**src/rtl/pin_change_irq.sv**
```systemverilog
module pin_change_irq #(
  parameter int NPINS = 4,
  parameter int DW    = 8
) (
  input  logic             clk,
  input  logic             rst_n,
  input  logic [NPINS-1:0] pins_i,
  input  logic [1:0]       bus_addr,
  input  logic             bus_wr,
  input  logic [DW-1:0]    bus_wdata,
  output logic [DW-1:0]    bus_rdata,
  output logic             irq_o
);
  localparam logic [1:0] A_CTRL = 2'd0;
  localparam logic [1:0] A_FLAG = 2'd1;
  localparam logic [1:0] A_RISE = 2'd2;
  localparam logic [1:0] A_FALL = 2'd3;

  logic [NPINS-1:0] sync1, sync2, prev;
  logic [NPINS-1:0] flags, rise_en, fall_en;
  logic             irq_en;

  always_ff @(posedge clk or negedge rst_n)
    if (!rst_n) begin
      sync1 <= '0;
      sync2 <= '0;
      prev  <= '0;
    end else begin
      sync1 <= pins_i;
      sync2 <= sync1;
      prev  <= sync2;
    end

  wire [NPINS-1:0] hit = (rise_en & sync2 & ~prev) | (fall_en & ~sync2 & prev);
  wire wr_flag = bus_wr && bus_addr == A_FLAG;
  wire [NPINS-1:0] clr = wr_flag ? ~bus_wdata[NPINS-1:0] : '0;
  wire summary = |flags;
  wire unused_wdata = ^bus_wdata[DW-1:NPINS];

  always_ff @(posedge clk or negedge rst_n)
    if (!rst_n) begin
      flags   <= '0;
      rise_en <= '0;
      fall_en <= '0;
      irq_en  <= 1'b0;
    end else begin
      flags <= (flags & ~clr) | hit;
      if (bus_wr && bus_addr == A_RISE) rise_en <= bus_wdata[NPINS-1:0];
      if (bus_wr && bus_addr == A_FALL) fall_en <= bus_wdata[NPINS-1:0];
      if (bus_wr && bus_addr == A_CTRL) irq_en  <= bus_wdata[0];
    end

  always_comb begin
    bus_rdata = '0;
    case (bus_addr)
      A_CTRL:  bus_rdata[1:0]       = {summary, irq_en};
      A_FLAG:  bus_rdata[NPINS-1:0] = flags;
      A_RISE:  bus_rdata[NPINS-1:0] = rise_en;
      default: bus_rdata[NPINS-1:0] = fall_en;
    endcase
  end

  assign irq_o = summary & irq_en;


  flag_sticky_chk: assert property (@(posedge clk) disable iff (!rst_n)
    !wr_flag |=> ((flags & $past(flags)) == $past(flags)));


  flag_needs_edge_chk: assert property (@(posedge clk) disable iff (!rst_n)
    1'b1 |=> ((flags & ~$past(flags) & ~$past(hit)) == '0));


  set_beats_clear_chk: assert property (@(posedge clk) disable iff (!rst_n)
    1'b1 |=> ((flags & $past(hit)) == $past(hit)));


  irq_gate_chk: assert property (@(posedge clk) disable iff (!rst_n)
    irq_o |-> (irq_en && flags != '0));


  upper_zero_chk: assert property (@(posedge clk) disable iff (!rst_n)
    bus_rdata[DW-1:NPINS] == '0);


  reset_irq_chk: assert property (@(posedge clk) !rst_n |=> !irq_o);
endmodule

```
**config.mk**
```make
export PLATFORM = sky130hd
export DESIGN_NAME = pin_change_irq
export DESIGN_NICKNAME = d
export VERILOG_FILES = /design/src/rtl/pin_change_irq.sv
export SDC_FILE = /design/constraint.sdc
export NUM_CORES = 1
export LEC_CHECK = 0
export BUFFER_PORTS_ARGS = -buffer_cell sky130_fd_sc_hd__buf_2
export CORE_AREA = 2 2 40 78
export DETAILED_ROUTE_END_ITERATION = 10
export DIE_AREA = 0 0 42 80
export PLACE_DENSITY = 0.74
export SKIP_CTS_REPAIR_TIMING = 1
export SLEW_MARGIN = 0
export SYNTH_ARGS = -nofsm -noshare
export SYNTH_HDL_FRONTEND = slang
export SYNTH_SLANG_ARGS = --single-unit
```
**constraint.sdc**
```tcl
create_clock -name clk -period 0.98 [get_ports clk]
set_clock_uncertainty 0.05 [all_clocks]
set_input_delay 0.049 -clock clk [delete_from_list [all_inputs] [get_ports clk]]
set_output_delay 0.049 -clock clk [all_outputs]
set_load 0.005 [all_outputs]
```
Word level (Yosys, flattened, before mapping) --
Cells that the tools add are included. W data, S select, Z words.
Word-level totals: input bits 17, word-level logic and storage cells 31, output and inout bits 9, bits in registers 25
Operators by class: reductions and logical operators 6, muxes and demuxes 3, bitwise logic cells 12, equality and inequality tests 3
Operators by type and width (number):
- $and A4 B4 Y4 | 5
- $not A4 Y4 | 4
- $pmux W2 S3 | 2
- $or A4 B4 Y4 | 2
- $eq A2 B2 Y1 const B | 2
- $logic_and A1 B1 Y1 | 4
- $mux W4 | 1
- $reduce_or A4 Y1 | 1
- $eq A2 B1 Y1 const B | 1
- $logic_not A2 Y1 | 1
- $and A1 B1 Y1 | 1

Depth between registers and ports, before layout --
depth after elaboration 6, mapped depth 4, gate-level depth less buffers 3

Least setup slack after synthesis --
OpenSTA, ideal clock, no wires.
path type register -> output, start register rise_en[3], end output bus_rdata[3], setup slack 0.025 ns, buffers on the path 0, data required time 0.881 ns, stages on the path, launching flop included 3, arrival 0.856 ns, cells stage by stage dfrtp_1 mux2_4 a22o_1
Between the ends: word-level cells in the longest chain between the ends 1
Ends and longest elaborated chain:
- start: declaration | RTL line 20 | logic [NPINS-1:0] flags, rise_en, fall_en;
- start signal: assignment | RTL line 48 | if (bus_wr && bus_addr == A_RISE) rise_en <= bus_wdata[NPINS-1:0];
- $pmux W2 S3 | RTL line 55 | case (bus_addr)
- end: declaration | RTL line 11 | output logic [DW-1:0] bus_rdata,
No other way between the ends.

Final worst setup path --
start register flags[0], end output bus_rdata[0]
Between the ends: word-level cells in the longest chain between the ends 1
Ends and longest elaborated chain:
- start: declaration | RTL line 20
- start signal: assignment | RTL line 47 | flags <= (flags & ~clr) | hit;
- $pmux W2 S3 | RTL line 55
No other way between the ends.

==> impl_metrics.ini <==
[floorplan]
dieHeight_um = 80
die-area_sq_mm = 0.003360
start_util = 0.3850
core_sq_mm = 0.002736
die_x_um = 42
rows = 27
io_pins = 26

[cts]
clkLatencyLatePin_ns = 0.26
cts_made_buffers = 3
cts-root-buf = clkbuf_8
clock_sinks = 25
clk_pin_slew_worst_paths_ns = 0.08
h-tree-depth = 1
cts_tree = yes
cts_buffer_depth = 2

[sta]
worst_slew_pin_slew_ns = 0.5465
timing_hold_violations_final = 0
fin_crit_ns = 1.372
grt_setup_unrepaired = yes
finalHoldWorstSlack_ns = 0.005771
finalWorstSetupSlack_ns = -0.3920
clock.fmax_mhz = 728.8
maxSlewHeadroom = 0.6357
setup_viol = 6
final-max-slew-violation-count = 0
fin_crit_sh = 1.400

[pwr]
max-vdd-ir-drop_mv = 0.9647
p_sw_uw = 585.4
p_per_area_mw_per_mm2 = 1731
p_int_mw = 1.837
p_clk_frac = 0.240
comb_power_share = 0.250
switching_share = 0.2417
p_leak_nw = 0.6504
pwr-share-seq = 0.510

[yosys]
ys_ff_latch = 25
synthFlopType = dfrtp_1
synthCells = 73
synth.avg_cell_area_sq_um = 14.43
async_reset_ff_frac = 1.000
synth_most_common_cell = dfrtp_1
synth_area_leader_cell = dfrtp_1
synth_enable_flop_cells = 0
synth.distinct_cells = 19
synth_top_area_frac = 0.5938
synthTopCellsByArea = dfrtp_1 59%, mux2_4 7.1%, mux2_2 5.3%
yosys_warnings = 0
yosysSeqAreaShare = 0.5938
synth_area_sq_mm = 0.001054

[critical_path]
cp-start-kind = register
crit_required_ns = 0.88
rrSetupSlack_ns = -0.05
path_cells = mux4_2, buf_2
critPathKind = register to output pin
worstPathMaxFanout = 3
arrival_ns = 1.27
worstPathBufferInverterCount = 1
end_kind = output pin
critPathSlowestCell = mux4_2
crit_family = multiplexers
slowest_delay_ns = 0.45

[detailed_routing]
wl_per_cell_um = 13.99
vias = 701
dr.pass1.iters = 2
initialDrtViolationCount = 8
ant_nets = 0
vias_per_cell = 4.972
drc = 0
wirelength_mm = 1.973

[global_route]
grt_pass1_vias = 744
grt_first_pass_wirelength_mm = 3.318
grtUsageTotal = 0.1310
grt_start_max_net_pins = 26
antenna_found_initial = 0
overflow = 0

[status]
violations = setup timing
outcome = complete, but fails checks

[final_layout]
n_antenna_cell = 0
fin_nets = 130
syn2layout_area_growth_pct = 32.78
nFillCells = 238
final_layout_size_suffix_gt1_frac = 0.4911
fin_cells = 141

[place]
gp_congestion = 0.7029
hpwlAfterDp_mm = 1.499
place_inst = 129
io_buffer_count = 17

[hold_path]
hold_path.class = input pin to register

[flow_run]
maxCapViolCount = 0
-- final timing paths --
check | startpoint | endpoint | depth (start not counted)
setup / recovery | flags[0] | bus_rdata[0] | 2
hold / removal | bus_wdata[1] | fall_en[1] | 2
setup reg to reg | fall_en[3] | fall_en[3] | 3
hold reg to reg | sync1[1] | sync2[1] | 0
max in group asynchronous | rst_n | fall_en[2] | 2
min in group asynchronous | rst_n | rise_en[0] | 2
-- cell usage in the layout, fill, tap and decap left out, types with 4 or more instances in the layout --
master and instances:
o211ai_1 4, mux2_4 7, nand2_1 5, buf_2 17
dlygate4sd3_1 5, buf_4 12, dfrtp_1 25, mux2_2 5
conb_1 4, buf_6 4, nand3b_1 5
-- layout make-up --
cell class	count	area, sq um	share of cell area
multi-input cells	45	421.7	0.3014
clock buffers	4	45.04	0.03220
well taps	29	36.28	0.02594
repair buffers	38	270.3	0.1932
flip-flops and latches	25	625.6	0.4472
-- cell families (layout without fill, tap and decap cells) --
logic type	after synthesis	after routing	synth area share
AOI/OAI and AO/OA	11	11	0.07127
buffers and inverters	6	42	0.04632
DFF	25	25	0.5938
muxes	13	13	0.1674
other	1	4	0.003560
and+or+nand+nor	17	17	0.1176
-- power by group through the flow --
stage / registers, mW / clock network (mW) / logic [mW]
after floorplan: 1.24 / 0 / 0.255
after global placement: 1.24 / 0 / 0.488
after detailed placement: 1.25 / 0 / 0.503
after CTS: 1.23 / 0.595 / 0.505
after global routing: 1.25 / 0.635 / 0.662
final: 1.24 / 0.582 / 0.605
-- metal layers --
layer / share of wire / vias to the layer above / global-route usage
li1: - / 333 / -
met1: 0.36 / 351 / 0.1261
met2: 0.60 / 13 / 0.2641
met3: 0.024 / 4 / 0.01357
met4: 0.016 / 0 / 0.05806
met5: 0 / - / 0
-- flip-flops by register name, summed over array words and instances, names as in the netlist --
register,count
sync1,4
flags,4
fall_en,4
sync2,4
irq_en,1
rise_en,4
prev,4
-- through the flow --
stage	worst slack, ns	utilization	total power, mW	instance area [sq um]	setup TNS [ns]
finish	-0.3920	0.5112	2.422	1399	-1.876
global route	-0.4719	0.5112	2.548	1399	-2.262
CTS	-0.4135	0.4678	2.329	1280	-1.940
detailed placement	-0.1213	0.4513	1.752	1235	-0.7562
global placement	-0.09471	0.4513	1.729	1235	-0.5394
floorplan	0.02496	-	1.492	1065	0
No activity file was read; power rests on OpenSTA's default activity.
